==> src/rtl/adc_chan_seq_pkg.sv <==
package adc_chan_seq_pkg;

  typedef enum logic {
    GRP_A = 1'b0,
    GRP_B = 1'b1
  } grp_e;

endpackage

==> src/rtl/chseq_scan_pick.sv <==
module chseq_scan_pick #(
  parameter int NUM_CH = 16,
  parameter int CH_W   = $clog2(NUM_CH)
) (
  input  logic [NUM_CH-1:0] mask,
  input  logic [CH_W-1:0]   base,
  output logic [CH_W-1:0]   lowest,
  output logic [CH_W-1:0]   next_up
);

  logic [NUM_CH-1:0] above;

  // Qualify each mask bit by its position relative to the base channel
  for (genvar gi = 0; gi < NUM_CH; gi++) begin : g_above
    assign above[gi] = mask[gi] && (CH_W'(gi) > base);
  end

  function automatic logic [CH_W-1:0] first_set(input logic [NUM_CH-1:0] vec);
    logic [CH_W-1:0] idx;
    idx = '0;
    for (int i = NUM_CH - 1; i >= 0; i--) begin
      if (vec[i]) idx = CH_W'(i);
    end
    return idx;
  endfunction

  always_comb begin
    lowest  = first_set(mask);
    next_up = (|above) ? first_set(above) : lowest;
  end

endmodule

==> src/rtl/chseq_scan_ptr.sv <==
module chseq_scan_ptr #(
  parameter int NUM_CH = 16,
  parameter int CH_W   = $clog2(NUM_CH)
) (
  input  logic              clk,
  input  logic              rst_n,
  input  logic [NUM_CH-1:0] mask,
  input  logic              advance,
  input  logic              restart,
  output logic [CH_W-1:0]   cur
);

  logic [CH_W-1:0] ptr_q;
  logic            fresh_q;
  logic [CH_W-1:0] lowest;
  logic [CH_W-1:0] next_up;

  chseq_scan_pick #(.NUM_CH(NUM_CH), .CH_W(CH_W)) u_pick (
    .mask    (mask),
    .base    (cur),
    .lowest  (lowest),
    .next_up (next_up)
  );

  assign cur = fresh_q ? lowest : ptr_q;

  always_ff @(posedge clk or negedge rst_n) begin
    if (!rst_n) begin
      ptr_q   <= '0;
      fresh_q <= 1'b1;
    end else if (restart) begin
      ptr_q   <= '0;
      fresh_q <= 1'b1;
    end else if (advance) begin
      ptr_q   <= next_up;
      fresh_q <= 1'b0;
    end
  end


  scan_restart_chk: assert property (@(posedge clk) disable iff (!rst_n)
    restart |=> fresh_q);


  scan_forward_or_wrap_chk: assert property (@(posedge clk) disable iff (!rst_n)
    (advance && !restart && $stable(mask)) |=>
      (ptr_q > $past(cur)) || (ptr_q == $past(lowest)));

endmodule

==> src/rtl/chseq_alt_phase.sv <==
module chseq_alt_phase
  import adc_chan_seq_pkg::*;
(
  input  logic clk,
  input  logic rst_n,
  input  logic step,
  input  logic restart,
  output grp_e phase
);

  always_ff @(posedge clk or negedge rst_n) begin
    if (!rst_n)       phase <= GRP_A;
    else if (restart) phase <= GRP_A;
    else if (step)    phase <= (phase == GRP_A) ? GRP_B : GRP_A;
  end


  phase_clear_on_irq_chk: assert property (@(posedge clk) disable iff (!rst_n)
    restart |=> (phase == GRP_A));


  phase_toggle_chk: assert property (@(posedge clk) disable iff (!rst_n)
    (step && !restart) |=> (phase != $past(phase)));


  phase_hold_chk: assert property (@(posedge clk) disable iff (!rst_n)
    (!step && !restart) |=> $stable(phase));

endmodule

==> src/rtl/adc_chan_seq.sv <==
module adc_chan_seq
  import adc_chan_seq_pkg::*;
#(
  parameter int NUM_CH      = 16,
  parameter int NOPIN_FIRST = 13
) (
  input  logic                      clk,
  input  logic                      rst_n,
  input  logic                      alt_en,
  input  logic                      scan_en,
  input  logic [$clog2(NUM_CH)-1:0] chan_a,
  input  logic [$clog2(NUM_CH)-1:0] chan_b,
  input  logic [NUM_CH-1:0]         scan_mask,
  input  logic                      seq_done,
  input  logic                      irq_pulse,
  output logic [$clog2(NUM_CH)-1:0] sel_chan,
  output logic                      sel_grp,
  output logic                      no_pin
);

  localparam int              CH_W     = $clog2(NUM_CH);
  localparam logic [CH_W-1:0] NOPIN_CH = CH_W'(NOPIN_FIRST);

  grp_e            phase;
  grp_e            grp;
  logic            scan_active;
  logic            advance;
  logic [CH_W-1:0] scan_cur;

  assign scan_active = scan_en && (|scan_mask);
  assign grp         = (alt_en && phase == GRP_B) ? GRP_B : GRP_A;
  // The restart has priority: a simultaneous completion does not advance
  assign advance     = seq_done && !irq_pulse && (grp == GRP_A) && scan_active;

  chseq_alt_phase u_phase (
    .clk     (clk),
    .rst_n   (rst_n),
    .step    (seq_done && alt_en),
    .restart (irq_pulse),
    .phase   (phase)
  );

  chseq_scan_ptr #(.NUM_CH(NUM_CH), .CH_W(CH_W)) u_scan (
    .clk     (clk),
    .rst_n   (rst_n),
    .mask    (scan_mask),
    .advance (advance),
    .restart (irq_pulse),
    .cur     (scan_cur)
  );

  always_comb begin
    if (grp == GRP_B)     sel_chan = chan_b;
    else if (scan_active) sel_chan = scan_cur;
    else                  sel_chan = chan_a;
  end

  assign sel_grp = grp;
  assign no_pin  = (sel_chan >= NOPIN_CH);


  grp_a_fixed_chk: assert property (@(posedge clk) disable iff (!rst_n)
    (!alt_en && !scan_en) |-> (sel_grp == 1'b0 && sel_chan == chan_a));


  irq_wins_chk: assert property (@(posedge clk) disable iff (!rst_n)
    (irq_pulse && seq_done) |=> (sel_grp == 1'b0));


  hold_without_event_chk: assert property (@(posedge clk) disable iff (!rst_n)
    (!seq_done && !irq_pulse) |=>
      (!$stable(alt_en) || !$stable(scan_en) || !$stable(chan_a) ||
       !$stable(chan_b) || !$stable(scan_mask) || $stable(sel_chan)));

endmodule

==> config.mk <==
export PLATFORM = sky130hd
export DESIGN_NAME = adc_chan_seq
export DESIGN_NICKNAME = d
export VERILOG_FILES = /design/src/rtl/adc_chan_seq_pkg.sv /design/src/rtl/chseq_scan_pick.sv /design/src/rtl/chseq_scan_ptr.sv /design/src/rtl/chseq_alt_phase.sv /design/src/rtl/adc_chan_seq.sv
export SDC_FILE = /design/constraint.sdc
export NUM_CORES = 1
export LEC_CHECK = 0
export CAP_MARGIN = 20
export CORE_MARGIN = 2
export CORE_UTILIZATION = 46
export CTS_CLUSTER_DIAMETER = 120
export DETAILED_ROUTE_END_ITERATION = 12
export PLACE_DENSITY = 0.79
export SETUP_SLACK_MARGIN = 0.3
export SYNTH_ARGS = -nofsm -noshare
export SYNTH_HDL_FRONTEND = slang
export SYNTH_SLANG_ARGS = --single-unit
==> constraint.sdc <==
create_clock -name clk -period 4.2 [get_ports clk]
set_clock_uncertainty 0.2 [all_clocks]
set_input_delay 0.42 -clock clk [delete_from_list [all_inputs] [get_ports clk]]
set_output_delay 0.42 -clock clk [all_outputs]
set_load 0.02 [all_outputs]
==> results by group, run 1 <==
Status
  • Outcome: complete, no violations

Clock network
  • Clock tree buffer depth: 2
  • TritonCTS Buffers: 3
  • TritonCTS clock tree: built
  • Hold Buf Count CTS: 0
  • CTS Root Cell: clkbuf_4
  • Clk pin slew, worst setup/hold paths: 0.06 ns
  • Clk_lat worst skew: 0.25 ns
  • H-tree levels: 1
  • Clock sink count: 6

Synth
  • Warnings, synthesis: 0
  • Async SR Flop Fraction: 100%
  • Post-synth top cells: nor2_1 (21), a21oi_1 (17), nand2_1 (17), o21ai_0 (17), nand3_1 (6)
  • Post-synth top flop: dfrtp_1
  • Register area share after synthesis: 14.1%
  • Synth Net Count: 189
  • Most common cell in the synthesized netlist: nor2_1
  • Gate Count Post-Synth: 159
  • #FFs+latches synth: 6
  • Syn Area/Cell: 6.78 um^2
  • Cell variety after synth: 50
  • Post-synthesis instance area: 0.00108 mm^2
  • Largest area contributor in the netlist: dfrtp_1
  • Ranking of synthesized cells by area: dfrtp_1 (12%), a21oi_1 (7.9%), o21ai_0 (7.9%)
  • Number of synthesized flops with an enable pin: 0
  • Yosys top cell area share: 11.6%

Route
  • Antenna viol nets, final: 0
  • Top Metal Used: met4
  • Met2 WL: 1.94 mm
  • DRC: 0
  • Routed wire per std cell: 16.6 um
  • WL met1: 1.59 mm
  • Pre-antenna DRT Iters: 5
  • Vias: 1498
  • Vias per cell: 6.29
  • WL final: 3.95 mm
  • DR WL met3: 296 um
  • DR iter-0 viols: 54

Die
  • Row count: 17
  • Initial Utilization: 48.7%
  • Core area: 0.00221 mm^2
  • Die Width: 52.4 um
  • # IOs: 36
  • DIE AREA: 0.00275 mm^2
  • Die Span Y: 52.4 um

Global route
  • Largest net degree at the start of global routing: 12
  • Remaining global-route overflow: 0
  • Number of global-route vias before repair: 1376
  • First-pass GRT wire length: 6.09 mm
  • Initial antenna violation count: 0
  • GR Util All Layers: 30.0%

Setup path
  • Crit path top cell by count: a2111o_1
  • Cell depth of the worst setup path: 11
  • Critical path launch point type: primary input
  • Worst r2r src: u_scan.fresh_q
  • Reg2reg path depth: 7
  • Critical-path cell list: clkdlybuf4s50_1, or4_4, o21ai_4, a31oi_4, buf_4, o21ai_2, a22oi_1, a2111o_1, or4b_4, a2111o_1, a311oi_2
  • Maximum fanout along the worst path: 4
  • CP startpoint: scan_mask[9]
  • Worst Setup EP: u_scan.ptr_q[1]
  • Worst R2R End: u_scan.ptr_q[1]
  • Critical path class: primary input to flip-flop
  • Critical Path Sink Type: flip-flop
  • CP max-delay cell: or4_4
  • R2R Setup Slk: 0.76 ns
  • CP required: 4.14 ns
  • Critical path's top delay family: compound AO/OA/AOI/OAI gates
  • Buffers plus inverters on the worst setup path: 2
  • Slowest Stage Delay on Critical Path: 0.57 ns
  • CP Data Arrival Time: 3.75 ns

STA
  • RSZ-0062 raised after global routing: false
  • Fin crit period: 3.80 ns
  • Setup violators final: 0
  • Fin crit share: 90.5%
  • Fin. max-slew vios: 0
  • Fin. Hold Viols: 0
  • Tightest Pin Transition: 0.548 ns
  • Relative slew slack: 62.7%
  • Post-route setup TNS: 0 ns
  • Max Fclk: 263 MHz

Place
  • Routability congestion estimate: 0.909
  • Port Buffer Count: 35
  • Post-DP HPWL: 3.01 mm

Final layout
  • Fill cells: 179
  • Area Growth Syn to Fin: 55.4%
  • Final #Nets: 241
  • FF+latch area: 151 um^2
  • # diodes: 0
  • Core Util, Final: 75.7%
  • Share of cells above drive strength 1: 18.6%
  • Area of the multi-input gates: 950 um^2

Job
  • Max cap viols: 0

Power and ir drop
  • Clock Power Share: 21.9%
  • Net Sw Power: 106 uW
  • Reg power frac: 24.5%
  • Pwr dens: 163 mW/mm^2
  • Leak Pwr: 0.667 nW
  • Cell-internal power: 168 uW
  • VDD IR-drop max: 0.112 mV
  • Switching Share: 38.6%
  • Combinational share of power: 53.6%

Hold path
  • Tightest Hold Check Type: primary input to asynchronous set/reset pin
## per-stage QoR
stage	setup WS, ns	instances	cell area [um^2]	total power, mW	hold WS, ns
6_report	0.400	238	1670	0.273	0.190
5_1_grt	0.295	238	1670	0.289	0.210
4_1_cts	0.340	236	1580	0.266	0.189
3_5_place_dp	0.107	232	1540	0.205	0.277
3_3_place_gp	0.150	232	1540	0.204	0.268
2_1_floorplan	0.733	159	1080	0.134	-0.0756
## cell type report
class	instances	area share, %
clock buffer	4	1.57
inverter	5	1.12
multi-input combinational	144	56.7
sequential	6	9.04
tap	28	2.09
timing repair buffer	51	29.4
## repair_timing
action / in CTS / in global routing
buffers inserted: 0 / 2
endpoints found under the setup margin: 2 / 3
pin swaps: 0 / 2
gates resized for setup: 1 / 15
## placed cells by master (no fill, tap or decap), drive strengths merged, types with 5 or more instances in the layout
cell and n:
nor4 6, o21ai 20, inv 5, nand3 6, buf 16, nor2 22, dfrtp 5, nand2 17
clkdlybuf4s50 31, a21oi 17
## logic make-up (layout without fill, tap and decap cells)
logic type	Yosys count	after routing	share of synthesized area [%]
xor gates and xnor gates	1	1	0.813
and+or+nand+nor	71	71	33.9
DFF	6	6	14.1
muxes	3	3	3.25
buffers and inverters	9	60	4.06
AOI/OAI and AO/OA	69	69	43.9
## power groups by stage
stage	clock, mW	combinational [mW]	sequential, mW
finish	0.0598	0.146	0.0670
global route	0.0633	0.158	0.0675
CTS	0.0608	0.139	0.0664
detailed placement	0	0.138	0.0670
global placement	0	0.137	0.0668
floorplan	0	0.0702	0.0639
## worst min-delay path by stage
stage | slack [ns] | endpoint | startpoint
5_1_grt | 0.21 | u_phase.phase | rst_n
2_1_floorplan | -0.08 | u_phase.phase | rst_n
3_3_place_gp | 0.27 | u_scan.ptr_q[2] | u_scan.ptr_q[2]
3_5_place_dp | 0.28 | u_scan.ptr_q[2] | u_scan.ptr_q[2]
6_report | 0.19 | u_phase.phase | rst_n
4_1_cts | 0.19 | u_phase.phase | rst_n
## flip-flops by register name (all words and copies together), names as in the netlist
| register | count |
|---|---|
| u_scan.ptr_q | 4 |
| u_scan.fresh_q | 1 |
| u_phase.phase | 1 |
## worst reg2reg max path, delay by kind of cell, from the launching register on
family	cells	cell delay [ns]
AOI/OAI and AO/OA	4	1.26
DFF	1	0.72
muxes	1	0.22
and+or+nand+nor	2	0.94
## routing by layer
layer | GRT usage, % | up-vias
met3 | 2.57 | 14
met1 | 36.1 | 670
met4 | 16.2 | 0
li1 | - | 723
met5 | 0 | -
met2 | 52.1 | 91
(Power assumes the default switching activity.)
==> inputs of run 2 (changes only) <==
--- a/config.mk
+++ b/config.mk
@@ -11,6 +11,7 @@
 export CTS_CLUSTER_DIAMETER = 120
 export DETAILED_ROUTE_END_ITERATION = 12
 export PLACE_DENSITY = 0.79
+export REMOVE_ABC_BUFFERS = 1
 export SETUP_SLACK_MARGIN = 0.3
 export SYNTH_ARGS = -nofsm -noshare
 export SYNTH_HDL_FRONTEND = slang
==> run 2 against run 1 <==
Effect of this change:
- cell count grew 0.84%
- sequential power shrank 0.9%
- design area shrank 1.0%
- total power shrank 0.43%
- routed wire length grew 0.28%
- largest cell class unchanged
- sequential cell count is the same
- largest power group unchanged
- worst hold slack gained 0.019 ns
- first-iteration DRC count grew 52%
- combinational power is essentially flat
- non-clock buffer count grew 2
- clock power shrank 2%
- highest routed layer unchanged
- fmax shrank 0.97%
==> results by group, run 2 (synthesis gave the netlist of run 1 again) <==
STA
  • Tightest Pin Transition: 0.796 ns
  • Relative slew slack: 45.4%
  • Fin. Hold Viols: 0
  • RSZ-0062 raised after global routing: true
  • Fin crit share: 91.4%
  • Max Fclk: 261 MHz
  • Setup violators final: 0
  • Post-route setup TNS: 0 ns
  • Fin crit period: 3.84 ns
  • Final worst slack: 0.362 ns
  • Fin. max-slew vios: 0

Clock network
  • Clk_lat worst skew: 0.25 ns
  • H-tree levels: 1
  • CTS Root Cell: clkbuf_4
  • Hold Buf Count CTS: 0
  • Clock sink count: 6
  • Clock tree buffer depth: 2
  • TritonCTS clock tree: built
  • TritonCTS Buffers: 3
  • Clk pin slew, worst setup/hold paths: 0.05 ns

Setup path
  • Worst R2R End: u_scan.ptr_q[1]
  • Critical path launch point type: primary input
  • Worst r2r src: u_scan.fresh_q
  • Reg2reg path depth: 7
  • R2R Setup Slk: 0.62 ns
  • Critical Path Sink Type: flip-flop
  • CP Data Arrival Time: 3.80 ns
  • Maximum fanout along the worst path: 8
  • CP required: 4.16 ns
  • Critical path class: primary input to flip-flop

Die
  • # IOs: 36
  • Die Width: 52.4 um
  • DIE AREA: 0.00275 mm^2
  • Row count: 17
  • Initial Utilization: 48.7%
  • Die Span Y: 52.4 um
  • Core area: 0.00221 mm^2

Global route
  • Number of global-route vias before repair: 1340
  • First-pass GRT wire length: 5.93 mm
  • Largest net degree at the start of global routing: 12
  • Initial antenna violation count: 0
  • GR Util All Layers: 28.7%
  • Remaining global-route overflow: 0

Place
  • Post-DP HPWL: 2.94 mm
  • Port Buffer Count: 35
  • Dpl ws: 0.0117 ns
  • Routability congestion estimate: 0.940
  • Post-Place Cell Area: 0.00154 mm^2

Power and ir drop
  • Pwr dens: 164 mW/mm^2
  • VDD IR-drop max: 0.195 mV
  • Leak Pwr: 0.656 nW

Final layout
  • Top reg by flops: u_scan.ptr_q
  • # diodes: 0
  • Final Cell Area: 0.00166 mm^2
  • Number of flip-flops in the largest register: 4
  • Final #Nets: 243
  • Fill cells: 154
  • Area Growth Syn to Fin: 53.8%
  • Share of cells above drive strength 1: 18.4%
  • Commonest non-fill, non-tap cell in the layout: clkdlybuf4s50_1
  • Top flop regs: u_scan.ptr_q (4), u_phase.phase (1), u_scan.fresh_q (1)
  • Leading cell types in the layout, fill and taps excluded: clkdlybuf4s50_1 (33), nor2_1 (21), buf_4 (18)

Hold path
  • Tightest Hold Check Type: primary input to asynchronous set/reset pin

Route
  • Pre-antenna DRT Iters: 6
  • WL final: 3.96 mm
  • Routed wire per std cell: 16.5 um
  • DR iter-0 viols: 82
  • Vias: 1551
  • Vias per cell: 6.46
  • DRC: 0
  • Antenna viol nets, final: 0

Status
  • Outcome: complete, no violations

Job
  • Max cap viols: 0
-- run 2: worst max-delay path: stages --
cell             delay [ns]
clkdlybuf4s50_1        0.42
or4_4                  0.58
o21ai_4                0.18
a31oi_2                0.15
buf_4                  0.20
nand2_1                0.08
o21ai_0                0.10
a2111o_1               0.43
or4b_4                 0.55
a2111o_1               0.42
a311oi_2               0.26
-- run 2: worst max path at each step --
stage                       start               to  cells after the start
floorplan            scan_mask[9]  u_scan.ptr_q[1]                      9
global placement     scan_mask[6]  u_scan.ptr_q[1]                     10
detailed placement   scan_mask[6]  u_scan.ptr_q[1]                     10
CTS                 scan_mask[11]  u_scan.ptr_q[1]                     10
global route         scan_mask[1]  u_scan.ptr_q[1]                     11
finish               scan_mask[9]  u_scan.ptr_q[1]                     11
-- run 2: power by group --
part	leakage [nW]	internal, mW	switching, mW
Combinational	0.563	0.0701	0.0767
Sequential	0.0785	0.0619	0.00451
Clock	0.0150	0.0361	0.0227
Total	0.656	0.168	0.104
-- run 2: metrics by stage --
stage | hold WS [ns] | total power [mW] | instances | utilization, %
2_1_floorplan | -0.0756 | 0.133 | 155 | -
3_3_place_gp | 0.264 | 0.203 | 232 | 69.7
3_5_place_dp | 0.279 | 0.205 | 232 | 69.7
4_1_cts | 0.209 | 0.267 | 236 | 71.6
5_1_grt | 0.204 | 0.289 | 240 | 74.9
6_report | 0.209 | 0.272 | 240 | 74.9
-- run 2: repair_timing --
action	CTS	global route
endpoints found under the hold margin	0	0
endpoints found under the setup margin	2	3
resized for setup	2	8
setup buffers	0	4
pin swaps	0	2
-- run 2: routing by layer --
layer,vias up,wire [um],share of wire (%),GRT usage [%]
met5,-,0,0,0
met1,688,1480,37,33.9
met3,23,435,11,6.86
li1,722,-,-,-
met2,118,1910,48,53.5
met4,0,129,3.3,2.56
-- run 2: layout make-up --
cell class              instances  area [um^2]  area share (%)
multi-input cells             144          935            56.4
repair buffers                 53          490            29.6
flip-flops and latches          6          151            9.14
well taps                      28         35.0            2.11
clock buffers                   4         26.3            1.59
inverters                       5         18.8            1.13
